<file path="config.mk">
export PLATFORM = sky130hd
export DESIGN_NAME = bat_xlate_unit
export DESIGN_NICKNAME = d
export VERILOG_FILES = /design/src/rtl/bat_xlate_pkg.sv /design/src/rtl/bat_cfg_regs.sv /design/src/rtl/bat_list_build.sv /design/src/rtl/bat_match.sv /design/src/rtl/bat_xlate_unit.sv
export SDC_FILE = /design/constraint.sdc
export NUM_CORES = 1
export LEC_CHECK = 0
export BUFFER_PORTS_ARGS = -buffer_cell sky130_fd_sc_hd__buf_2
export CAP_MARGIN = 20
export CORE_MARGIN = 5
export CORE_UTILIZATION = 45
export CTS_CLUSTER_SIZE = 20
export DETAILED_ROUTE_END_ITERATION = 10
export PLACE_DENSITY = 0.7
export RECOVER_POWER = 50
export SLEW_MARGIN = 10
export SYNTH_ARGS = -nofsm -noshare
export SYNTH_HDL_FRONTEND = slang
export SYNTH_SLANG_ARGS = --single-unit
</file>
<file path="constraint.sdc">
create_clock -name clk -period 15.5 [get_ports clk]
set_input_delay 3.875 -clock clk [delete_from_list [all_inputs] [get_ports clk]]
set_output_delay 3.875 -clock clk [all_outputs]
set_load 0.01 [all_outputs]
</file>
<file path="src/rtl/bat_xlate_pkg.sv">
package bat_xlate_pkg;

  typedef enum logic [1:0] {
    ACC_READ  = 2'b00,
    ACC_WRITE = 2'b01,
    ACC_FETCH = 2'b10,
    ACC_RSVD  = 2'b11
  } acc_e;

  // Bit positions inside the upper word that neighbours decode
  localparam int SUP_EN_BIT = 0;
  localparam int USR_EN_BIT = 1;
  localparam int LEN_LSB    = 2;
  localparam int PROT_W     = 2;

  // Protection decision with the key fixed at one
  function automatic logic prot_grants(logic [PROT_W-1:0] prot, logic [1:0] acc);
    logic reads;
    reads = (acc == ACC_READ) || (acc == ACC_FETCH);
    case (prot)
      2'b00:   return 1'b0;
      2'b10:   return 1'b1;
      default: return reads;
    endcase
  endfunction

endpackage

</file>
<file path="src/rtl/bat_cfg_regs.sv">
module bat_cfg_regs
  import bat_xlate_pkg::*;
#(
  parameter int ADDR_W = 32,
  parameter int N_ENT  = 4,
  parameter int SEL_W  = $clog2(N_ENT) + 1
) (
  input  logic              clk,
  input  logic              rst_n,
  input  logic              we,
  input  logic [SEL_W-1:0]  sel,
  input  logic [ADDR_W-1:0] wdata,
  output logic [ADDR_W-1:0] up_d [N_ENT],
  output logic [ADDR_W-1:0] lo_d [N_ENT]
);

  localparam int IDX_W = SEL_W - 1;

  logic [ADDR_W-1:0] up_q [N_ENT];
  logic [ADDR_W-1:0] lo_q [N_ENT];
  logic [N_ENT-1:0]  wr_up;
  logic [N_ENT-1:0]  wr_lo;

  for (genvar g = 0; g < N_ENT; g++) begin : g_ent
    // next-state
    always_comb begin
      wr_up[g] = we && !sel[0] && (sel[SEL_W-1:1] == IDX_W'(g));
      wr_lo[g] = we &&  sel[0] && (sel[SEL_W-1:1] == IDX_W'(g));
      up_d[g]  = wr_up[g] ? wdata : up_q[g];
      lo_d[g]  = wr_lo[g] ? wdata : lo_q[g];
    end

    // registers with explicit enables
    always_ff @(posedge clk or negedge rst_n) begin
      if (!rst_n) begin
        up_q[g] <= '0;
        lo_q[g] <= '0;
      end else begin
        if (wr_up[g]) up_q[g] <= up_d[g];
        if (wr_lo[g]) lo_q[g] <= lo_d[g];
      end
    end
  end

endmodule

</file>
<file path="src/rtl/bat_list_build.sv">
module bat_list_build
  import bat_xlate_pkg::*;
#(
  parameter int ADDR_W   = 32,
  parameter int N_ENT    = 4,
  parameter int LEN_W    = 11,
  parameter int PAGE_LSB = 17
) (
  input  logic              clk,
  input  logic              rst_n,
  input  logic              cfg_we,
  input  logic              user_mode,
  input  logic [ADDR_W-1:0] up_d [N_ENT],
  input  logic [ADDR_W-1:0] lo_d [N_ENT],
  output logic [N_ENT-1:0]  slot_vld,
  output logic [ADDR_W-1:0] slot_base  [N_ENT],
  output logic [ADDR_W-1:0] slot_omask [N_ENT],
  output logic [ADDR_W-1:0] slot_rpn   [N_ENT],
  output logic [PROT_W-1:0] slot_prot  [N_ENT]
);

  localparam int IDX_W = $clog2(N_ENT);

  logic [N_ENT-1:0]  ent_act;
  logic [ADDR_W-1:0] ent_base  [N_ENT];
  logic [ADDR_W-1:0] ent_omask [N_ENT];
  logic [ADDR_W-1:0] ent_rpn   [N_ENT];
  logic [PROT_W-1:0] ent_prot  [N_ENT];

  logic [N_ENT-1:0]  nx_vld;
  logic [ADDR_W-1:0] nx_base  [N_ENT];
  logic [ADDR_W-1:0] nx_omask [N_ENT];
  logic [ADDR_W-1:0] nx_rpn   [N_ENT];
  logic [PROT_W-1:0] nx_prot  [N_ENT];
  logic [IDX_W:0]    pos;

  logic mode_q;
  logic rebuild;

  // Field decode of each entry from its next-state words
  for (genvar g = 0; g < N_ENT; g++) begin : g_dec
    logic spare_unused;
    always_comb begin
      ent_act[g]   = user_mode ? up_d[g][USR_EN_BIT] : up_d[g][SUP_EN_BIT];
      ent_omask[g] = ADDR_W'({up_d[g][LEN_LSB+LEN_W-1:LEN_LSB], {PAGE_LSB{1'b1}}});
      ent_base[g]  = {up_d[g][ADDR_W-1:PAGE_LSB], {PAGE_LSB{1'b0}}};
      ent_rpn[g]   = {lo_d[g][ADDR_W-1:PAGE_LSB], {PAGE_LSB{1'b0}}};
      ent_prot[g]  = lo_d[g][PROT_W-1:0];
      spare_unused = ^{up_d[g][PAGE_LSB-1:LEN_LSB+LEN_W], lo_d[g][PAGE_LSB-1:PROT_W]};
    end
  end

  // Pack the active entries, keeping entry order
  always_comb begin
    nx_vld = '0;
    for (int i = 0; i < N_ENT; i++) begin
      nx_base[i]  = '0;
      nx_omask[i] = '0;
      nx_rpn[i]   = '0;
      nx_prot[i]  = '0;
    end
    pos = '0;
    for (int i = 0; i < N_ENT; i++) begin
      if (ent_act[i]) begin
        nx_vld[pos[IDX_W-1:0]]   = 1'b1;
        nx_base[pos[IDX_W-1:0]]  = ent_base[i];
        nx_omask[pos[IDX_W-1:0]] = ent_omask[i];
        nx_rpn[pos[IDX_W-1:0]]   = ent_rpn[i];
        nx_prot[pos[IDX_W-1:0]]  = ent_prot[i];
        pos = pos + (IDX_W+1)'(1);
      end
    end
  end

  assign rebuild = cfg_we || (user_mode != mode_q);

  always_ff @(posedge clk or negedge rst_n) begin
    if (!rst_n) begin
      mode_q   <= 1'b0;
      slot_vld <= '0;
    end else begin
      mode_q <= user_mode;
      if (rebuild) slot_vld <= nx_vld;
    end
  end

  for (genvar g = 0; g < N_ENT; g++) begin : g_slot
    always_ff @(posedge clk or negedge rst_n) begin
      if (!rst_n) begin
        slot_base[g]  <= '0;
        slot_omask[g] <= '0;
        slot_rpn[g]   <= '0;
        slot_prot[g]  <= '0;
      end else if (rebuild) begin
        slot_base[g]  <= nx_base[g];
        slot_omask[g] <= nx_omask[g];
        slot_rpn[g]   <= nx_rpn[g];
        slot_prot[g]  <= nx_prot[g];
      end
    end
  end

endmodule

</file>
<file path="src/rtl/bat_match.sv">
module bat_match
  import bat_xlate_pkg::*;
#(
  parameter int ADDR_W = 32,
  parameter int N_ENT  = 4
) (
  input  logic [ADDR_W-1:0] ea,
  input  logic [1:0]        acc,
  input  logic [N_ENT-1:0]  slot_vld,
  input  logic [ADDR_W-1:0] slot_base  [N_ENT],
  input  logic [ADDR_W-1:0] slot_omask [N_ENT],
  input  logic [ADDR_W-1:0] slot_rpn   [N_ENT],
  input  logic [PROT_W-1:0] slot_prot  [N_ENT],
  output logic              hit,
  output logic              fault,
  output logic [ADDR_W-1:0] ra
);

  logic              found;
  logic              grant;
  logic [ADDR_W-1:0] sel_ra;
  logic [PROT_W-1:0] sel_prot;

  // First slot in list order that covers the address wins
  always_comb begin
    found    = 1'b0;
    sel_ra   = '0;
    sel_prot = '0;
    for (int i = 0; i < N_ENT; i++) begin
      if (!found && slot_vld[i] && ((ea & ~slot_omask[i]) == slot_base[i])) begin
        found    = 1'b1;
        sel_ra   = (ea & slot_omask[i]) | slot_rpn[i];
        sel_prot = slot_prot[i];
      end
    end
    grant = prot_grants(sel_prot, acc);
    hit   = found;
    fault = found && !grant;
    ra    = (found && grant) ? sel_ra : '0;
  end

endmodule

</file>
<file path="src/rtl/bat_xlate_unit.sv">
module bat_xlate_unit
  import bat_xlate_pkg::*;
#(
  parameter int ADDR_W   = 32,
  parameter int N_ENT    = 4,
  parameter int LEN_W    = 11,
  parameter int PAGE_LSB = 17,
  localparam int IDX_W   = $clog2(N_ENT),
  localparam int SEL_W   = IDX_W + 1
) (
  input  logic              clk,
  input  logic              rst_n,
  input  logic              cfg_we,
  input  logic [SEL_W-1:0]  cfg_sel,
  input  logic [ADDR_W-1:0] cfg_wdata,
  input  logic              user_mode,
  input  logic              lk_valid,
  input  logic [ADDR_W-1:0] lk_ea,
  input  logic [1:0]        lk_acc,
  output logic              rsp_valid,
  output logic              rsp_hit,
  output logic              rsp_fault,
  output logic [ADDR_W-1:0] rsp_ra
);

  // Reset: asserted asynchronously, released on the clock
  logic [1:0] rst_sync_q;
  logic       rst_sn;

  always_ff @(posedge clk or negedge rst_n) begin
    if (!rst_n) rst_sync_q <= 2'b00;
    else        rst_sync_q <= {rst_sync_q[0], 1'b1};
  end
  assign rst_sn = rst_sync_q[1];

  logic [ADDR_W-1:0] up_d [N_ENT];
  logic [ADDR_W-1:0] lo_d [N_ENT];
  logic [N_ENT-1:0]  slot_vld;
  logic [ADDR_W-1:0] slot_base  [N_ENT];
  logic [ADDR_W-1:0] slot_omask [N_ENT];
  logic [ADDR_W-1:0] slot_rpn   [N_ENT];
  logic [PROT_W-1:0] slot_prot  [N_ENT];
  logic              m_hit;
  logic              m_fault;
  logic [ADDR_W-1:0] m_ra;

  bat_cfg_regs #(.ADDR_W(ADDR_W), .N_ENT(N_ENT), .SEL_W(SEL_W)) regs_i (
    .clk   (clk),
    .rst_n (rst_sn),
    .we    (cfg_we),
    .sel   (cfg_sel),
    .wdata (cfg_wdata),
    .up_d  (up_d),
    .lo_d  (lo_d)
  );

  bat_list_build #(.ADDR_W(ADDR_W), .N_ENT(N_ENT), .LEN_W(LEN_W), .PAGE_LSB(PAGE_LSB)) list_i (
    .clk        (clk),
    .rst_n      (rst_sn),
    .cfg_we     (cfg_we),
    .user_mode  (user_mode),
    .up_d       (up_d),
    .lo_d       (lo_d),
    .slot_vld   (slot_vld),
    .slot_base  (slot_base),
    .slot_omask (slot_omask),
    .slot_rpn   (slot_rpn),
    .slot_prot  (slot_prot)
  );

  bat_match #(.ADDR_W(ADDR_W), .N_ENT(N_ENT)) match_i (
    .ea         (lk_ea),
    .acc        (lk_acc),
    .slot_vld   (slot_vld),
    .slot_base  (slot_base),
    .slot_omask (slot_omask),
    .slot_rpn   (slot_rpn),
    .slot_prot  (slot_prot),
    .hit        (m_hit),
    .fault      (m_fault),
    .ra         (m_ra)
  );

  // Response stage
  logic              rsp_valid_q, rsp_valid_d;
  logic              rsp_hit_q,   rsp_hit_d;
  logic              rsp_fault_q, rsp_fault_d;
  logic [ADDR_W-1:0] rsp_ra_q,    rsp_ra_d;

  always_comb begin
    rsp_valid_d = lk_valid;
    rsp_hit_d   = rsp_hit_q;
    rsp_fault_d = rsp_fault_q;
    rsp_ra_d    = rsp_ra_q;
    if (lk_valid) begin
      rsp_hit_d   = m_hit;
      rsp_fault_d = m_fault;
      rsp_ra_d    = m_ra;
    end
  end

  always_ff @(posedge clk or negedge rst_sn) begin
    if (!rst_sn) begin
      rsp_valid_q <= 1'b0;
      rsp_hit_q   <= 1'b0;
      rsp_fault_q <= 1'b0;
      rsp_ra_q    <= '0;
    end else begin
      rsp_valid_q <= rsp_valid_d;
      rsp_hit_q   <= rsp_hit_d;
      rsp_fault_q <= rsp_fault_d;
      rsp_ra_q    <= rsp_ra_d;
    end
  end

  assign rsp_valid = rsp_valid_q;
  assign rsp_hit   = rsp_hit_q;
  assign rsp_fault = rsp_fault_q;
  assign rsp_ra    = rsp_ra_q;

endmodule

</file>
# Word-level counts from Yosys, hierarchy flattened

Cells that the tools add are included.

Register bits: 690

Muxes and demuxes: 79
Add/subtract/negate cells: 2
$lt $le $gt $ge: 12
Equality and inequality tests: 10
Reductions and logical operators: 35
Bitwise logic cells: 22

Operators by type and width:

| cell                 | count |
|---|---|
| $bwmux W128          | 9 |
| $mux W128            | 9 |
| $mux W32             | 18 |
| $and A32 B32 Y32     | 8 |
| $demux W32 S2        | 3 |
| $eq A32 B32 Y1       | 4 |
| $not A32 Y32         | 4 |
| $or A32 B32 Y32      | 4 |
| $mux W28             | 1 |
| $logic_and A1 B1 Y1  | 25 |
| $bwmux W8            | 3 |
| $mux W8              | 3 |
| $mux W2              | 10 |
| $mux W1              | 13 |
| $demux W2 S2         | 3 |
| $mux W4              | 3 |
| $ge A3 B3 Y1 const B | 3 |
| $lt A3 B1 Y1 const B | 3 |
| $eq A2 B2 Y1 const B | 4 |
| $or A4 B4 Y4         | 2 |
| $demux W1 S2         | 3 |
| $logic_not A2 Y1     | 3 |
| $lt A2 B3 Y1 const B | 2 |
| $not A2 Y3           | 2 |
| 12 further kinds     | 18 |

# Longest topological paths before layout

Depth after elaboration: 21
Mapped depth: 16

# Modules after synthesis

From an unflattened synthesis, not the netlist that was laid out.

Cells, all modules: 2803
Area, all modules: 30853.3 µm²

Modules (own cells, without submodules):

| module         | cells each | times used | area each (µm²) | seq. area each (µm²) |
|---|---|---|---|---|
| bat_cfg_regs   | 863        | 1          | 13595.5         | 6406.1 |
| bat_list_build | 1256       | 1          | 11468.5         | 4429.2 |
| bat_match      | 608        | 1          | 4292.9          | 0.0 |
| bat_xlate_unit | 76         | 1          | 1496.4          | 925.9 |

# Worst setup path after synthesis

Ideal clock, no wire load.

Path kind: input to register
Start: input port cfg_we
End: register list_i.slot_base[116] in the netlist's numbering
Slack: 8.597 ns
Path buffers: 5
Stages: 15
Data arrival time: 6.782 ns
Library setup time: 0.121 ns
Cells stage by stage: clkbuf_1 -> nor4b_1 -> buf_2 -> mux2i_1 -> mux2_2 -> inv_2 -> clkbuf_1 -> ha_1 -> nor2_1 -> a21oi_1 -> or2_1 -> clkbuf_1 -> clkbuf_1 -> o21ai_0 -> o22a_1

Longest elaborated chain between the ends: 16

Ends and longest elaborated chain:

| element                                                              | line                                       | RTL |
|---|---|---|
| from (decl)                                                          | bat_xlate_unit.sv:13                       | `input logic cfg_we,` |
| $logic_and A1 B1 Y1 (2 in series)                                    | bat_cfg_regs.sv:27                         | `wr_up[g] = we && !sel[0] && (sel[SEL_W-1:1] == IDX_W'(g));` |
| $mux W32                                                             | bat_cfg_regs.sv:29                         | `up_d[g] = wr_up[g] ? wdata : up_q[g];` |
| $mux W1                                                              | bat_list_build.sv:44                       | `ent_act[g] = user_mode ? up_d[g][USR_EN_BIT] : up_d[g][SUP_EN_BIT];` |
| $mux W1                                                              | bat_list_build.sv:64                       | `if (ent_act[i]) begin` |
| $add A1 B1 Y2 / $not A1 Y3 (equally long branches)                   | bat_list_build.sv:70, bat_list_build.sv:66 |  |
| $mux W2 (tied with other cells)                                      | bat_list_build.sv:64                       |  |
| $add A2 B1 Y2 (tied with other cells)                                | bat_list_build.sv:70                       | `pos = pos + (IDX_W+1)'(1);` |
| $mux W2 (tied with other cells)                                      | bat_list_build.sv:64                       |  |
| $not A2 Y3 (not written as such) (tied with other cells)             | bat_list_build.sv:66                       | `nx_base[pos[IDX_W-1:0]] = ent_base[i];` |
| $ge A3 B3 Y1 (not written as such) (tied with other cells)           | bat_list_build.sv:66                       |  |
| $logic_and A1 B1 Y1 (not written as such) (tied with other cells)    | bat_list_build.sv:66                       |  |
| $mux W32 (not written as such) / $bwmux W128 (equally long branches) | bat_list_build.sv:66                       |  |
| $demux W32 S2 / $mux W128 (equally long branches)                    | bat_list_build.sv:66, bat_list_build.sv:64 |  |
| $bwmux W128                                                          | bat_list_build.sv:66                       |  |
| $mux W128                                                            | bat_list_build.sv:64                       |  |
| to (signal, indexed assignment)                                      | bat_list_build.sv:95                       | `slot_base[g] <= nx_base[g];` |
| to (decl)                                                            | bat_list_build.sv:16                       | `output logic [ADDR_W-1:0] slot_base [N_ENT],` |

Parallel ways exist; a longest one is shown, timed or not.
A chain may end at the register's enable or synchronous reset.

==> impl.org <==
** Routing
- After detailed routing, the number of remaining DRC violations is 0.
- The detail route stage leaves a number of antenna-violating nets equal to 0.
- The first detailed-routing pass ran for 6 iterations.
- Detailed-route wire length :: 61,320 µm
- DRT iter0 DRCs :: 1,744
- In the routed layout, each cell is associated on average with a via count of 5.927.
- Count of vias placed by the detailed router :: 15,840
- After detailed routing, the average wire length per cell comes to around 23 µm.

** Clock network
- Clock tree from TritonCTS :: done
- Max Root-Sink Buffers :: 3
- Clock tree synthesis inserted a total of 42 buffers.
- The clock drives ~400 sinks.
- Hold buffer count at CTS :: 0
- The H-tree generated during clock tree synthesis spans 2 levels.
- Post-CTS clock slew at the launch and capture registers of the worst setup and hold paths :: 60 ps
- Resize count post-CTS :: 0
- Post-CTS Setup Repair Bufs :: 0
- Cell at the root of the clock tree :: sky130_fd_sc_hd__clkbuf_16
- The clock reaches the later pin of the worst-skew pair after approximately 550 ps.

** Pwr
- Cell leakage power :: 10.24 nW
- Cell internal power was estimated by the tool at between 2 and 2.5 mW.
- Net switching is 34.91% of the power.
- Combinational logic burns 29.6% of the power.
- Clock share of power :: slightly below 30%
- Of the total power, registers draw 41.3%.
- The analysis attributes to net switching a power of 1.225 mW.
- VDD sags by at most 0.00007565 V.
- Power spread over the standard cell area amounts to 158.6 nW/µm².

** Worst hold path
- Along the worst hold path, the cell count comes to 0.
- Worst min-delay path class :: flip-flop to flip-flop
- Start point of the worst hold path :: rst_sync_q[0]$_DFF_PN0_
- For hold timing, the worst endpoint is rst_sync_q[1]$_DFF_PN0_.

** Finish
- Area delta synth->final :: 12.36%
- Net total in the final layout :: 2,128
- Ratio of cells with drive above 1 in the final layout :: 13.95%
- The finished cells cover about 22,000 µm².
- Most common cell after layout, fill and taps aside :: sky130_fd_sc_hd__dfrtp_1
- Summing all multi-input logic gate instances after layout gives 8746 µm².
- The top cell types in the final layout, fill and taps aside, are 394 x sky130_fd_sc_hd__dfrtp_1, 258 x sky130_fd_sc_hd__nand2_1, 197 x sky130_fd_sc_hd__o21ai_0.
- Total of fill cells in the finished design :: 3,907
- Sequential cell area :: 9859 µm²

** Timing
- Final critical-path setup slack :: 5486 ps
- The routed design could run at a clock period as short as between 10,000 and 15,000 ps.
- Unrepaired setup endpoints after global routing :: false
- Between clock sinks in the finished design, the worst skew comes to 14.57 ps.
- Setup TNS :: 0 ps
- In the finished design, the share of the clock period the worst path needs comes to 64.60%.
- On the final layout, the worst hold slack is 347.6 ps.
- Slew headroom :: -455.2%
- The final hold violation count was 0.
- Setup violators final :: 0
- At the pin with the least slew margin, the transition time is 8329 ps.
- Pins Over Slew Limit :: 250
- Based on the critical path, the design can be clocked at up to 0.09986 GHz.

** Worst setup path
- Cell family with the largest share of critical-path delay :: buffers and inverters
- The worst register-to-register path ends at list_i.slot_rpn[31]$_DFFE_PN0P_.
- The setup check on the worst reg-to-reg path leaves a slack of 5490 ps.
- Slowest cell on crit path :: sky130_fd_sc_hd__clkbuf_1
- The critical path goes through clkbuf_1.
- Critical Path Start Type :: flip-flop
- Biggest fanout along the worst timing path :: 158
- The worst setup path is of the flip-flop to asynchronous set/reset pin kind.
- WP data required :: between 10,000 and 15,000 ps
- On the worst path, the slowest cell contributes a delay of 5840 ps.
- Endpoint type of the worst setup path :: asynchronous set/reset pin
- For the worst flop-to-flop path, the logic depth is 1.
- In this run the critical register-to-register path is launched from rst_sync_q[1]$_DFF_PN0_.
- CP bufs+invs :: 1
- Arrival time of the worst setup path :: 8590 ps

** Run
- Max-Cap Viols :: 4

** Synthesis
- After technology mapping, the gate count stands at 2,021.
- In the synthesized netlist the async set-or-reset flop fraction comes to 100.0%.
- Number of warnings printed during yosys synthesis :: 0
- Yosys reg bits :: 394
- The cell area that synthesis handed to floorplanning was about 20,000 µm².
- Yosys mapped a number of flops with a built-in enable equal to 0.
- Average footprint of a synthesized cell :: 9.738 µm²
- Of the synthesized area, sequential elements account for roughly half.
- Count of different cell masters after synthesis :: 58
- Synth Flop Type :: sky130_fd_sc_hd__dfrtp_1
- Mapped Nets :: 2,100

** Floorplan
- The initialized floorplan defines 76 standard-cell rows.
- Die height :: 219.1 µm
- Core outline area :: 43,170 µm²
- Once the floorplan was initialized, standard cells occupied a little under half of the core.
- Count of boundary I/O pins :: 109
- The floorplan step set the die width to 219.1 µm.
- The die covers 48,020 µm².

** GRT
- Pin count of the biggest net entering global routing :: 182
- Number of antenna violations at the first check in global routing :: 14
- GR Util All Layers :: approximately a quarter
- The via count of the first global-routing pass came to 15,710.
- Wire length of the first global-routing pass :: between 90,000 and 100,000 µm
- Total global routing overflow :: 0

** Place
- DP HPWL :: 36,770 µm
- Number of buffers inserted by port buffering :: 103
- Cell area reported after detailed placement :: 20,700 µm²
- Routability-driven placement finished with a final weighted congestion of 0.8372.
- Prior to clock tree synthesis, the placed netlist has a worst setup slack of 6466 ps.

** Status
- The flow ran to the end, but the final reports show violations.
- The final reports fail on capacitance limit, slew limit.
==> flip-flops by register name, summed over array words and instances (netlist names), 2 cells and up <==
register           cells
regs_i.up_q          112
regs_i.lo_q           68
list_i.slot_base      60
list_i.slot_rpn       60
list_i.slot_omask     46
rsp_ra                32
list_i.slot_prot       8
list_i.slot_vld        2
rst_sync_q             2
==> routing by layer <==
metal	part of all wire (%)	GRT usage (%)	vias to the layer above
met3	9.0	5.587	155
met1	41	33.48	7850
met2	46	39.95	692
met5	0.090	0	-
li1	-	-	7139
met4	4.2	10.95	8
==> stage by stage <==
stage          util, %  total power [mW]  cells
2_1_floorplan        -             2.150   2021
4_1_cts          51.14             3.496   2662
3_5_place_dp     47.94             2.477   2588
6_report         51.22             3.508   2673
3_3_place_gp     47.94             2.437   2588
5_1_grt          51.20             3.684   2669
==> how the worst max path moves through the flow <==
stage	startpoint	end	slack, ps	cells past startpoint
5_1_grt	rst_sync_q[1]$_DFF_PN0_	list_i.slot_rpn[31]$_DFFE_PN0P_	3410	1
3_3_place_gp	cfg_sel[2]	list_i.slot_omask[87]$_DFFE_PN0P_	6610	15
2_1_floorplan	rst_sync_q[1]$_DFF_PN0_	list_i.mode_q$_DFF_PN0_	3710	0
6_report	rst_sync_q[1]$_DFF_PN0_	list_i.slot_rpn[31]$_DFFE_PN0P_	5490	1
4_1_cts	cfg_sel[2]	list_i.slot_omask[83]$_DFFE_PN0P_	7030	15
3_5_place_dp	cfg_sel[2]	list_i.slot_omask[88]$_DFFE_PN0P_	6470	15
==> cell type report <==
type	instances	share of cell area [%]
antenna	9	0.1019
tap	585	3.310
inverter	156	2.648
multi-input combinational	1320	39.55
clock buffer	65	5.692
clock inverter	9	0.5602
timing repair buffer	135	3.548
sequential	394	44.59
==> logic make-up (layout without fill, tap and decap cells) <==
kind of cell / after synthesis / in the layout / share of synthesized area (%)
AOI/OAI and AO/OA: 554 / 554 / 18.98
xor gates and xnor gates: 61 / 61 / 2.715
adders and majority gates: 5 / 5 / 0.3560
buffers and inverters: 307 / 365 / 6.052
DFF: 394 / 394 / 50.10
muxes: 187 / 187 / 9.931
other: 1 / 10 / 0.01905
and+or+nand+nor: 512 / 512 / 11.85
==> power groups by stage <==
stage          registers, mW  logic, mW  clock network [mW]
2_1_floorplan           1.43      0.721                   0
3_5_place_dp            1.46       1.01                   0
4_1_cts                 1.44       1.02                1.03
3_3_place_gp            1.45      0.988                   0
6_report                1.45       1.04                1.02
5_1_grt                 1.47       1.14                1.08
==> synthesized netlist by cell type (10+ instances only) <==
library cell	n	area, µm²
sky130_fd_sc_hd__a21o_1	18	135.1
sky130_fd_sc_hd__a21oi_1	40	200.2
sky130_fd_sc_hd__a31oi_1	84	525.5
sky130_fd_sc_hd__and3_1	41	256.5
sky130_fd_sc_hd__buf_1	10	37.54
sky130_fd_sc_hd__buf_2	13	65.06
sky130_fd_sc_hd__clkbuf_1	125	469.2
sky130_fd_sc_hd__dfrtp_1	394	9859
sky130_fd_sc_hd__inv_1	154	578.1
sky130_fd_sc_hd__mux2_2	52	585.6
sky130_fd_sc_hd__mux2i_1	133	1331
sky130_fd_sc_hd__nand2_1	262	983.4
sky130_fd_sc_hd__nand2b_1	13	81.33
sky130_fd_sc_hd__nand3_1	13	65.06
sky130_fd_sc_hd__nand4_1	10	62.56
sky130_fd_sc_hd__nor2_1	103	386.6
sky130_fd_sc_hd__nor2b_1	38	237.7
sky130_fd_sc_hd__o211ai_1	46	345.3
sky130_fd_sc_hd__o21ai_0	198	991.0
sky130_fd_sc_hd__o21ai_1	20	100.1
sky130_fd_sc_hd__o221ai_1	48	420.4
sky130_fd_sc_hd__o22a_1	41	359.1
sky130_fd_sc_hd__o31ai_2	15	187.7
sky130_fd_sc_hd__o32ai_2	14	227.7
sky130_fd_sc_hd__xnor2_1	53	464.2
Power figures use the tool's default switching activity.
